==> src/rtl/pp_adder_pkg.sv <==
package pp_adder_pkg;
    localparam int ADD_W  = 8;
    localparam int LEVELS = $clog2(ADD_W);

    typedef struct packed {
        logic g;
        logic p;
    } pg_t;

    // Join a higher span with the adjacent lower span
    function automatic pg_t pg_join(input pg_t hi, input pg_t lo);
        pg_t r;
        r.g = hi.g | (hi.p & lo.g);
        r.p = hi.p & lo.p;
        return r;
    endfunction
endpackage

==> src/rtl/pp_pre.sv <==
module pp_pre
    import pp_adder_pkg::*;
(
    input  logic a,
    input  logic b,
    output pg_t  pg
);
    assign pg.g = a & b;
    assign pg.p = a ^ b;
endmodule

==> src/rtl/pp_black.sv <==
module pp_black
    import pp_adder_pkg::*;
(
    input  pg_t hi,
    input  pg_t lo,
    output pg_t y
);
    assign y = pg_join(hi, lo);
endmodule

==> src/rtl/pp_gray.sv <==
module pp_gray
    import pp_adder_pkg::*;
(
    input  pg_t  hi,
    input  logic lo_g,
    output logic g
);
    pg_t j;
    assign j = pg_join(hi, '{g: lo_g, p: 1'b0});
    assign g = j.g;
endmodule

==> src/rtl/pp_buf.sv <==
module pp_buf #(
    parameter int W = 1
) (
    input  logic [W-1:0] d,
    output logic [W-1:0] q
);
    assign q = d;
endmodule

==> src/rtl/pp_adder8.sv <==
module pp_adder8
    import pp_adder_pkg::*;
(
    input  logic [ADD_W-1:0] op_a,
    input  logic [ADD_W-1:0] op_b,
    input  logic             carry_in,
    output logic [ADD_W-1:0] sum_out,
    output logic             carry_out
);
    localparam int HALF = ADD_W / 2;

    // bitwise stage
    logic [ADD_W-1:0] g0, p0;
    logic             g0f;     // bit 0 generate with carry_in folded in

    // level outputs: generate everywhere, propagate only where a later cell reads it
    logic [ADD_W-1:0] g1, g2, g3;
    logic [ADD_W-1:2] p1;
    logic [ADD_W-1:4] p2;

    generate
        for (genvar i = 0; i < ADD_W; i++) begin : g_pre
            pg_t pg;
            pp_pre u_pre (.a(op_a[i]), .b(op_b[i]), .pg(pg));
            assign g0[i] = pg.g;
            assign p0[i] = pg.p;
        end
    endgenerate

    pp_gray u_fold (.hi('{g: g0[0], p: p0[0]}), .lo_g(carry_in), .g(g0f));

    // level 1: distance 1
    generate
        for (genvar i = 0; i < ADD_W; i++) begin : g_l1
            if (i == 0) begin : g_b
                pp_buf #(.W(1)) u_b (.d(g0f), .q(g1[0]));
            end else if (i == 1) begin : g_g
                pp_gray u_g (.hi('{g: g0[1], p: p0[1]}), .lo_g(g0f), .g(g1[1]));
            end else if (i == 2) begin : g_b2
                // span 2:1 is never consumed; bit 2 passes through alone
                pp_buf #(.W(2)) u_b (.d({g0[2], p0[2]}), .q({g1[2], p1[2]}));
            end else begin : g_k
                pg_t y;
                pp_black u_k (.hi('{g: g0[i], p: p0[i]}),
                              .lo('{g: g0[i-1], p: p0[i-1]}), .y(y));
                assign g1[i] = y.g;
                assign p1[i] = y.p;
            end
        end
    endgenerate

    // level 2: distance 2, spans 5:2 and 4:1 pruned
    generate
        for (genvar i = 0; i < ADD_W; i++) begin : g_l2
            if (i < 2) begin : g_b
                pp_buf #(.W(1)) u_b (.d(g1[i]), .q(g2[i]));
            end else if (i < HALF) begin : g_g
                // 2:0 and 3:0 both take their low input from 1:0
                pp_gray u_g (.hi('{g: g1[i], p: p1[i]}), .lo_g(g1[1]), .g(g2[i]));
            end else if (i < HALF + 2) begin : g_bp
                pp_buf #(.W(2)) u_b (.d({g1[i], p1[i]}), .q({g2[i], p2[i]}));
            end else begin : g_k
                pg_t y;
                pp_black u_k (.hi('{g: g1[i], p: p1[i]}),
                              .lo('{g: g1[i-2], p: p1[i-2]}), .y(y));
                assign g2[i] = y.g;
                assign p2[i] = y.p;
            end
        end
    endgenerate

    // level 3: every upper span joins 2:0 (even bits) or 3:0 (odd bits)
    generate
        for (genvar i = 0; i < ADD_W; i++) begin : g_l3
            if (i < HALF) begin : g_b
                pp_buf #(.W(1)) u_b (.d(g2[i]), .q(g3[i]));
            end else begin : g_g
                pp_gray u_g (.hi('{g: g2[i], p: p2[i]}),
                             .lo_g(g2[2 + (i % 2)]), .g(g3[i]));
            end
        end
    endgenerate

    // sum stage
    assign sum_out   = p0 ^ {g3[ADD_W-2:0], carry_in};
    assign carry_out = g3[ADD_W-1];
endmodule

==> config.mk <==
export PLATFORM = sky130hd
export DESIGN_NAME = pp_adder8
export DESIGN_NICKNAME = d
export VERILOG_FILES = /design/src/rtl/pp_adder_pkg.sv /design/src/rtl/pp_pre.sv /design/src/rtl/pp_black.sv /design/src/rtl/pp_gray.sv /design/src/rtl/pp_buf.sv /design/src/rtl/pp_adder8.sv
export SDC_FILE = /design/constraint.sdc
export NUM_CORES = 1
export LEC_CHECK = 0
export BUFFER_PORTS_ARGS = -buffer_cell sky130_fd_sc_hd__buf_2
export CELL_PAD_IN_SITES_DETAIL_PLACEMENT = 1
export CELL_PAD_IN_SITES_GLOBAL_PLACEMENT = 1
export CORE_MARGIN = 1
export CORE_UTILIZATION = 31
export DETAILED_ROUTE_END_ITERATION = 10
export GPL_TIMING_DRIVEN = 0
export PLACE_DENSITY = 0.91
export SYNTH_ARGS = -nofsm -noshare
export SYNTH_HDL_FRONTEND = slang
export SYNTH_HIERARCHICAL = 1
export SYNTH_SLANG_ARGS = --single-unit
export TNS_END_PERCENT = 20
==> constraint.sdc <==
create_clock -name vclk -period 1.7
set_input_delay 0.255 -clock vclk [all_inputs]
set_output_delay 0.255 -clock vclk [all_outputs]
set_load 0.01 [all_outputs]
==> impl_results.md, run 1 <==
- Critical path startpoint category: primary input
- Final WL: 1030 um
- Tightest Pin Transition: 0.170 ns
- Slew HR: 0.886
- Top post-synthesis cells by area: a21o_1 (26%), ha_1 (23%), buf_4 (23%)
- Ys Warns: 6
- Post-synth cell types: 5
- Via Count: 439
- Max VDD drop: 216 uV
- Avg Cell Area, Syn: 8.49 sq um
- Violated checks: setup timing
- Max-cap violations: 0
- Final TNS setup: -1.25 ns
- First-pass GRT wire length: 1660 um
- Buffers on Ports: 26
- GRT overflow: 0
- Worst Setup Path Type: primary input to output port
- Sequential share of the synthesized area: 0
- Die Ht: 39.4 um
- Share of the synthesized area in the top cell type: 0.260
- Initial DRT Pass Iterations: 2
- CP arrival: 1.64 ns
- Slack of the critical path: -0.192 ns
- Seq cells: 0
- Largest net degree at the start of global routing: 5
- Syn_nets: 76
- Commonest cells after routing, fill and taps aside: buf_2 (24), buf_4 (15), a21o_1 (15)
- Overall power: 0.287 mW
- Period utilization: 1.11
- Status: finished, violations left
- Die width: 39.4 um
- Yosys top cell by area: a21o_1
- Clock buffers: 0
- Vias per cell: 4.53
- WL/cell: 10.6 um
- Cells after Synth: 51
- Commonest non-fill, non-tap cell in the layout: buf_2
- Vias in the first global route: 450
- Final-report hold violation count: 0
- Worst Path Required: 1.44 ns
- Final setup viols: 8
- Share of layout cells above drive strength 1: 0.671
- I/O pins: 26
- Antenna violations before repair: 0
- DRT iter0 DRCs: 1
- Static leakage: 0.446 nW
- Total GRT Usage: 0.153
- FF+latch area: 0 sq um
- Power per cell area: 423 nW/um^2
- Nets@finish: 109
- Routability Congestion: 0.652
- Final min period: 1.89 ns
- RSZ-0062 raised after global routing: true
- P&R area growth vs syn: 56.6%
- CTS Hold Bufs: 0
- Routed Antenna Nets: 0
- Core ar.: 1300 sq um
- Fmax: 528 MHz
- DRC viols: 0
- Fin. max-slew vios: 0
- Worst min-delay path class: primary input to output port
- Pre-CTS setup slack: -0.319 ns
- Row Count: 13
- CP Capture Type: output port
- Antenna Cells: 0
- Max FO, Critical Path: 3
- Mapped Area: 433 sq um
- Starting Density: 0.333
- Hpwl dp: 896 um
- Die footprint: 1550 sq um
## through the flow
| stage | hold slack [ns] | util | std cells | area (sq um) |
|---|---|---|---|---|
| floorplan | 0.590 | - | 51 | 455 |
| global route | 0.825 | 0.521 | 97 | 678 |
| detailed placement | 0.794 | 0.464 | 92 | 604 |
| global placement | 0.786 | 0.464 | 92 | 604 |
| CTS | 0.794 | 0.511 | 96 | 664 |
| finish | 0.787 | 0.521 | 97 | 678 |
## area by class of cell
| cell class | count | area (sq um) |
|---|---|---|
| Buffer | 13 | 109 |
| Fill cell | 165 | 623 |
| Multi-Input combinational cell | 38 | 370 |
| Tap cell | 15 | 18.8 |
| Timing Repair Buffer | 31 | 180 |
## layer usage
metal	vias to the layer above	wire length (um)	track usage
met1	195	376	0.138
met2	20	594	0.367
met3	0	61	0.00568
li1	224	-	-
met4	0	0	0
met5	-	0	0
## final timing paths
path / depth (start not counted) / startpoint / to
setup / recovery: 8 / op_b[0] / sum_out[7]
hold / removal: 3 / carry_in / sum_out[0]
## report_power, final
part / switching, mW / total (mW) / internal [mW]
registers: 0 / 0 / 0
clock network: 0 / 0 / 0
logic: 0.120 / 0.287 / 0.167
## Yosys cell counts
cell / number
ha_1: 8
a21o_1: 15
and2_2: 7
buf_4: 13
xor2_1: 8
## kinds of logic (layout without fill, tap and decap cells)
group                    count (synthesis)  count (layout)  share of synthesized area
buffers and inverters                   13              44                      0.225
XOR/XNOR                                 8               8                      0.162
adder cells (fa/ha/maj)                  8               8                      0.231
AND/OR/NAND/NOR                          7               7                      0.121
AO/OA/AOI/OAI                           15              15                      0.260
## critical path, stage by stage
cell    delay [ns]
buf_6         0.10
ha_4          0.22
a21o_1        0.19
a21o_1        0.19
a21o_1        0.21
a21o_1        0.21
xor2_2        0.14
buf_2         0.13
## repair_timing
action / CTS / global route
setup buffers: 4 / 1
pin swaps: 6 / 6
resized for setup: 5 / 1
endpoints found under the setup margin: 8 / 8
Power figures use the tool's default switching activity.
==> inputs of run 2 (changes only) <==
--- a/config.mk
+++ b/config.mk
@@ -13,6 +13,7 @@
 export DETAILED_ROUTE_END_ITERATION = 10
 export GPL_TIMING_DRIVEN = 0
 export PLACE_DENSITY = 0.91
+export REMOVE_ABC_BUFFERS = 1
 export SYNTH_ARGS = -nofsm -noshare
 export SYNTH_HDL_FRONTEND = slang
 export SYNTH_HIERARCHICAL = 1
==> constraint.sdc (replaced) <==
create_clock -name vclk -period 2.2
set_input_delay 0.33 -clock vclk [all_inputs]
set_output_delay 0.33 -clock vclk [all_outputs]
set_load 0.01 [all_outputs]
==> impl_results.md, run 2 (same netlist as run 1, synthesis figures left out) <==
- Final-report hold violation count: 0 (unchanged)
- Initial DRT Pass Iterations: 4 (was 2)
- DRT iter0 DRCs: 3 (was 1)
- Max FO, Critical Path: 3 (unchanged)
- I/O pins: 26 (unchanged)
- Total GRT Usage: 0.128 (was 0.153)
- Fin. max-slew vios: 0 (unchanged)
- Starting Density: 0.333 (unchanged)
- CP dominant cell by count: a21o_1 (unchanged)
- Nets@finish: 93 (was 109)
- Final min period: 2.07 ns
- Worst min-delay path class: primary input to output port (unchanged)
- Critical Path Max Stage Delay: 0.23 ns (was 0.22 ns)
- CP Capture Type: output port (unchanged)
- GRT overflow: 0 (unchanged)
- Tightest Pin Transition: 0.142 ns (was 0.170 ns)
- Crit path cell chain: buf_2, ha_4, a21o_1, a21o_1, a21o_1, a21o_1, xor2_1, buf_2 (was buf_6, ha_4, a21o_1, a21o_1, a21o_1, a21o_1, xor2_2, buf_2)
- DRC viols: 0 (unchanged)
- Pre-CTS setup slack: 0.0414 ns (was -0.319 ns)
- Antenna violations before repair: 0 (unchanged)
- Via Count: 385 (was 439)
- Max-cap violations: 0 (unchanged)
- Antenna Cells: 0 (unchanged)
- CP arrival: 1.74 ns (was 1.64 ns)
- Largest net degree at the start of global routing: 5 (unchanged)
- Static leakage: 0.356 nW (was 0.446 nW)
- Vias per cell: 4.75 (was 4.53)
- Power per cell area: 324 nW/um^2 (was 423 nW/um^2)
- Die width: 39.4 um (unchanged)
- Max VDD drop: 109 uV (was 216 uV)
- Final TNS setup: 0 ns (was -1.25 ns)
- Die footprint: 1550 sq um (unchanged)
- Core ar.: 1300 sq um (unchanged)
- Period utilization: 0.940
- RSZ-0062 raised after global routing: false (was true)
- Routability Congestion: 0.724 (was 0.652)
- Die Ht: 39.4 um (unchanged)
- Hold WS: 0.942 ns (was 0.787 ns)
- P&R area growth vs syn: 18.2% (was 56.6%)
- FF+latch area: 0 sq um (unchanged)
- Commonest cells after routing, fill and taps aside: buf_2 (26), a21o_1 (15), xor2_1 (8) (was buf_2 (24), buf_4 (15), a21o_1 (15))
- Vias in the first global route: 348 (was 450)
- First-pass GRT wire length: 1390 um (was 1660 um)
- Fmax: 483 MHz
- Seq cells: 0 (unchanged)
- Share of layout cells above drive strength 1: 0.545 (was 0.671)
- Placed Cells: 79 (was 92)
- Slew HR: 0.906 (was 0.886)
- CTS Hold Bufs: 0 (unchanged)
- Worst Path Required: 1.87 ns (was 1.44 ns)
- Final WL: 907 um (was 1030 um)
- Slack of the critical path: 0.131 ns (was -0.192 ns)
- Critical path's top delay family: compound AO/OA/AOI/OAI gates (unchanged)
- Worst Setup Path Type: primary input to output port (unchanged)
- Routed Antenna Nets: 0 (unchanged)
- WL/cell: 11.2 um (was 10.6 um)
- Clock buffers: 0 (unchanged)
- Hpwl dp: 826 um (was 896 um)
- Commonest non-fill, non-tap cell in the layout: buf_2 (unchanged)
- Final Instance Count excl. Fillers: 81 (was 97)
- Post-route core utilization: 0.393 (was 0.521)
- Worst Path Buf+Inv: 2 (unchanged)
- Critical path startpoint category: primary input (unchanged)
- Row Count: 13 (unchanged)
- Final setup viols: 0 (was 8)
- Slowest-stage cell, CP: ha_4 (unchanged)
- Buffers on Ports: 26 (unchanged)
- Status: complete, no violations (was finished, violations left)
==> run 2: timing repair <==
item | in CTS | in global routing
setup buffers | 0 | 2
gates resized for setup | 0 | 1
endpoints found under the setup margin | 0 | 3
==> run 2: worst paths after layout <==
| path | start | end | slack (ns) | depth (start not counted) |
|---|---|---|---|---|
| setup / recovery | op_a[0] | sum_out[6] | 0.13 | 8 |
| hold / removal | carry_in | sum_out[0] | 0.94 | 3 |
==> run 2: report_power, final <==
| part | leakage, nW | internal, mW | switching, mW |
|---|---|---|---|
| combinational | 0.356 | 0.0871 | 0.0787 |
| clock | 0 | 0 | 0 |
| sequential | 0 | 0 | 0 |
==> run 2: layout make-up <==
| type | count | area, sq um |
|---|---|---|
| Fill cell | 163 | 790 |
| Multi-Input combinational cell | 38 | 348 |
| Tap cell | 15 | 18.8 |
| Timing Repair Buffer | 28 | 145 |
==> run 2: metal layers <==
metal  routed length (um)  vias up  share of wire  GRT usage
li1                     -      193              -          -
met1                  333      177           0.37      0.127
met2                  509       15           0.56      0.288
met3                   64        0          0.071     0.0114
met4                    0        0              0          0
met5                    0        -              0          0
==> run 2: tightest hold or removal path, delay by kind of cell <==
kind | cells | cell delay [ns]
xor gates and xnor gates | 1 | 0.06
buffers and inverters | 2 | 0.22
==> run 2: stage by stage <==
step / total power, mW / instance area (sq um)
final: 0.166 / 512
after global routing: 0.185 / 512
after CTS: 0.160 / 484
after detailed placement: 0.159 / 484
after global placement: 0.154 / 484
after floorplan: 0.100 / 335
==> inputs of run 3 (changes only) <==
--- a/config.mk
+++ b/config.mk
@@ -5,14 +5,14 @@
 export SDC_FILE = /design/constraint.sdc
 export NUM_CORES = 1
 export LEC_CHECK = 0
-export BUFFER_PORTS_ARGS = -buffer_cell sky130_fd_sc_hd__buf_2
 export CELL_PAD_IN_SITES_DETAIL_PLACEMENT = 1
 export CELL_PAD_IN_SITES_GLOBAL_PLACEMENT = 1
 export CORE_MARGIN = 1
 export CORE_UTILIZATION = 31
 export DETAILED_ROUTE_END_ITERATION = 10
+export DONT_BUFFER_PORTS = 1
 export GPL_TIMING_DRIVEN = 0
-export PLACE_DENSITY = 0.91
+export PLACE_DENSITY = 0.68
 export REMOVE_ABC_BUFFERS = 1
 export SYNTH_ARGS = -nofsm -noshare
 export SYNTH_HDL_FRONTEND = slang
==> impl_results.md, run 3 (same netlist as run 1, synthesis figures left out) <==
- Status: complete, no violations (unchanged)
- RSZ-0062 raised after global routing: false (unchanged)
- Die width: 39.4 um (unchanged)
- Core ar.: 1300 sq um (unchanged)
- Clock buffers: 0 (unchanged)
- Commonest cells after routing, fill and taps aside: a21o_1 (15), xor2_1 (8), ha_1 (8) (was buf_2 (26), a21o_1 (15), xor2_1 (8))
- First-pass GRT wire length: 979 um (was 1390 um)
- Final min period: 1.99 ns (was 2.07 ns)
- Fill cell count: 159 (was 163)
- Final-report hold violation count: 0 (unchanged)
- CP Capture Type: output port (unchanged)
- I/O pins: 26 (unchanged)
- CTS Hold Bufs: 0 (unchanged)
- Die footprint: 1550 sq um (unchanged)
- Antenna Cells: 0 (unchanged)
- Pre-CTS setup slack: 0.198 ns (was 0.0414 ns)
- Worst Path Buf+Inv: 0 (was 2)
- DRC viols: 0 (unchanged)
- Nets@finish: 65 (was 93)
- Max FO, Critical Path: 3 (unchanged)
- Worst Setup Path Type: primary input to output port (unchanged)
- Routability Congestion: 0.605 (was 0.724)
- Total GRT Usage: 0.0869 (was 0.128)
- Slack of the critical path: 0.213 ns (was 0.131 ns)
- Post-CTS resize count: 0 (unchanged)
- Final WL: 618 um (was 907 um)
- FF+latch area: 0 sq um (unchanged)
- Final TNS setup: 0 ns (unchanged)
- Crit path cell chain: ha_1, a21o_1, a21o_1, a21o_1, a21o_1, xor2_1 (was buf_2, ha_4, a21o_1, a21o_1, a21o_1, a21o_1, xor2_1, buf_2)
- Critical Path Max Stage Delay: 0.30 ns (was 0.23 ns)
- Fin. max-slew vios: 0 (unchanged)
- Clock power frac: 0 (about the same)
- Buffers on Ports: 0 (was 26)
- P&R area growth vs syn: -18.2% (was 18.2%)
- Period utilization: 0.903 (was 0.940)
- Post CTS Setup Buffer Count: 0 (unchanged)
- Commonest non-fill, non-tap cell in the layout: a21o_1 (was buf_2)
- Initial DRT Pass Iterations: 1 (was 4)
- Static leakage: 0.243 nW (was 0.356 nW)
- Flop pwr share: 0 (about the same)
- Power per cell area: 316 nW/um^2 (was 324 nW/um^2)
- Max VDD drop: 89.5 uV (was 109 uV)
- Antenna violations before repair: 0 (unchanged)
- Seq cells: 0 (unchanged)
- Worst Path Required: 1.87 ns (about the same)
- Critical path's top delay family: compound AO/OA/AOI/OAI gates (unchanged)
- Vias in the first global route: 260 (was 348)
- Starting Density: 0.333 (unchanged)
- Die Ht: 39.4 um (unchanged)
- DRT iter0 DRCs: 0 (was 3)
- Max-cap violations: 0 (unchanged)
- Routed Antenna Nets: 0 (unchanged)
- Largest net degree at the start of global routing: 5 (unchanged)
- NetSw: 0.0634 mW (was 0.0787 mW)
- Row Count: 13 (unchanged)
- Switching Share: 0.566 (was 0.475)
- GRT overflow: 0 (unchanged)
- Slowest-stage cell, CP: ha_1 (was ha_4)
- Fmax: 503 MHz (was 483 MHz)
- Tightest Pin Transition: 0.273 ns (was 0.142 ns)
- Final setup viols: 0 (unchanged)
- CP arrival: 1.66 ns (was 1.74 ns)
- Critical path startpoint category: primary input (unchanged)
- Combinational share of power: 1.000 (about the same)
- Slew HR: 0.817 (was 0.906)
- Vias per cell: 5.34 (was 4.75)
- Share of layout cells above drive strength 1: 0.184 (was 0.545)
- Worst min-delay path class: primary input to output port (unchanged)
- Via Count: 283 (was 385)
- Total internal power: 0.0487 mW (was 0.0871 mW)
- CP dominant cell by count: a21o_1 (unchanged)
- WL/cell: 11.7 um (was 11.2 um)
==> run 3: cell types whose count changed in the layout (fill, tap and decap cells not counted) <==
| cell | before | now |
|---|---|---|
| buf_2 | 26 | 0 |
| buf_4 | 2 | 0 |
| ha_1 | 7 | 8 |
| ha_4 | 1 | 0 |
==> run 3: final cells by class <==
class | count | area (sq um) | share of cell area
Multi-Input combinational cell | 38 | 335 | 0.947
Tap cell | 15 | 18.8 | 0.0530
==> run 3: worst paths after layout <==
check | startpoint | endpoint | depth (start not counted)
worst max-delay path | op_a[0] | sum_out[7] | 6
worst min-delay path | carry_in | sum_out[0] | 1
==> run 3: power groups by stage <==
stage	Clock [mW]	Combinational, mW	Sequential (mW)
floorplan	0	0.100	0
CTS	0	0.116	0
detailed placement	0	0.115	0
finish	0	0.112	0
global route	0	0.127	0
global placement	0	0.113	0
==> run 3: per-stage QoR <==
| stage | cell area (sq um) | total power, mW | std cells | util | hold WS (ns) |
|---|---|---|---|---|---|
| finish | 354 | 0.112 | 53 | 0.272 | 0.743 |
| global placement | 354 | 0.113 | 53 | 0.272 | 0.743 |
| CTS | 354 | 0.116 | 53 | 0.272 | 0.745 |
| detailed placement | 354 | 0.115 | 53 | 0.272 | 0.745 |
| global route | 354 | 0.127 | 53 | 0.272 | 0.751 |
| floorplan | 335 | 0.100 | 38 | - | 0.740 |
==> run 3: per-layer routing <==
layer  GRT usage  up-vias  part of all wire
met5           0        -                 0
met4           0        0                 0
met1      0.0967      127              0.35
met3           0        0              0.11
li1            -      138                 -
met2       0.188       18              0.54
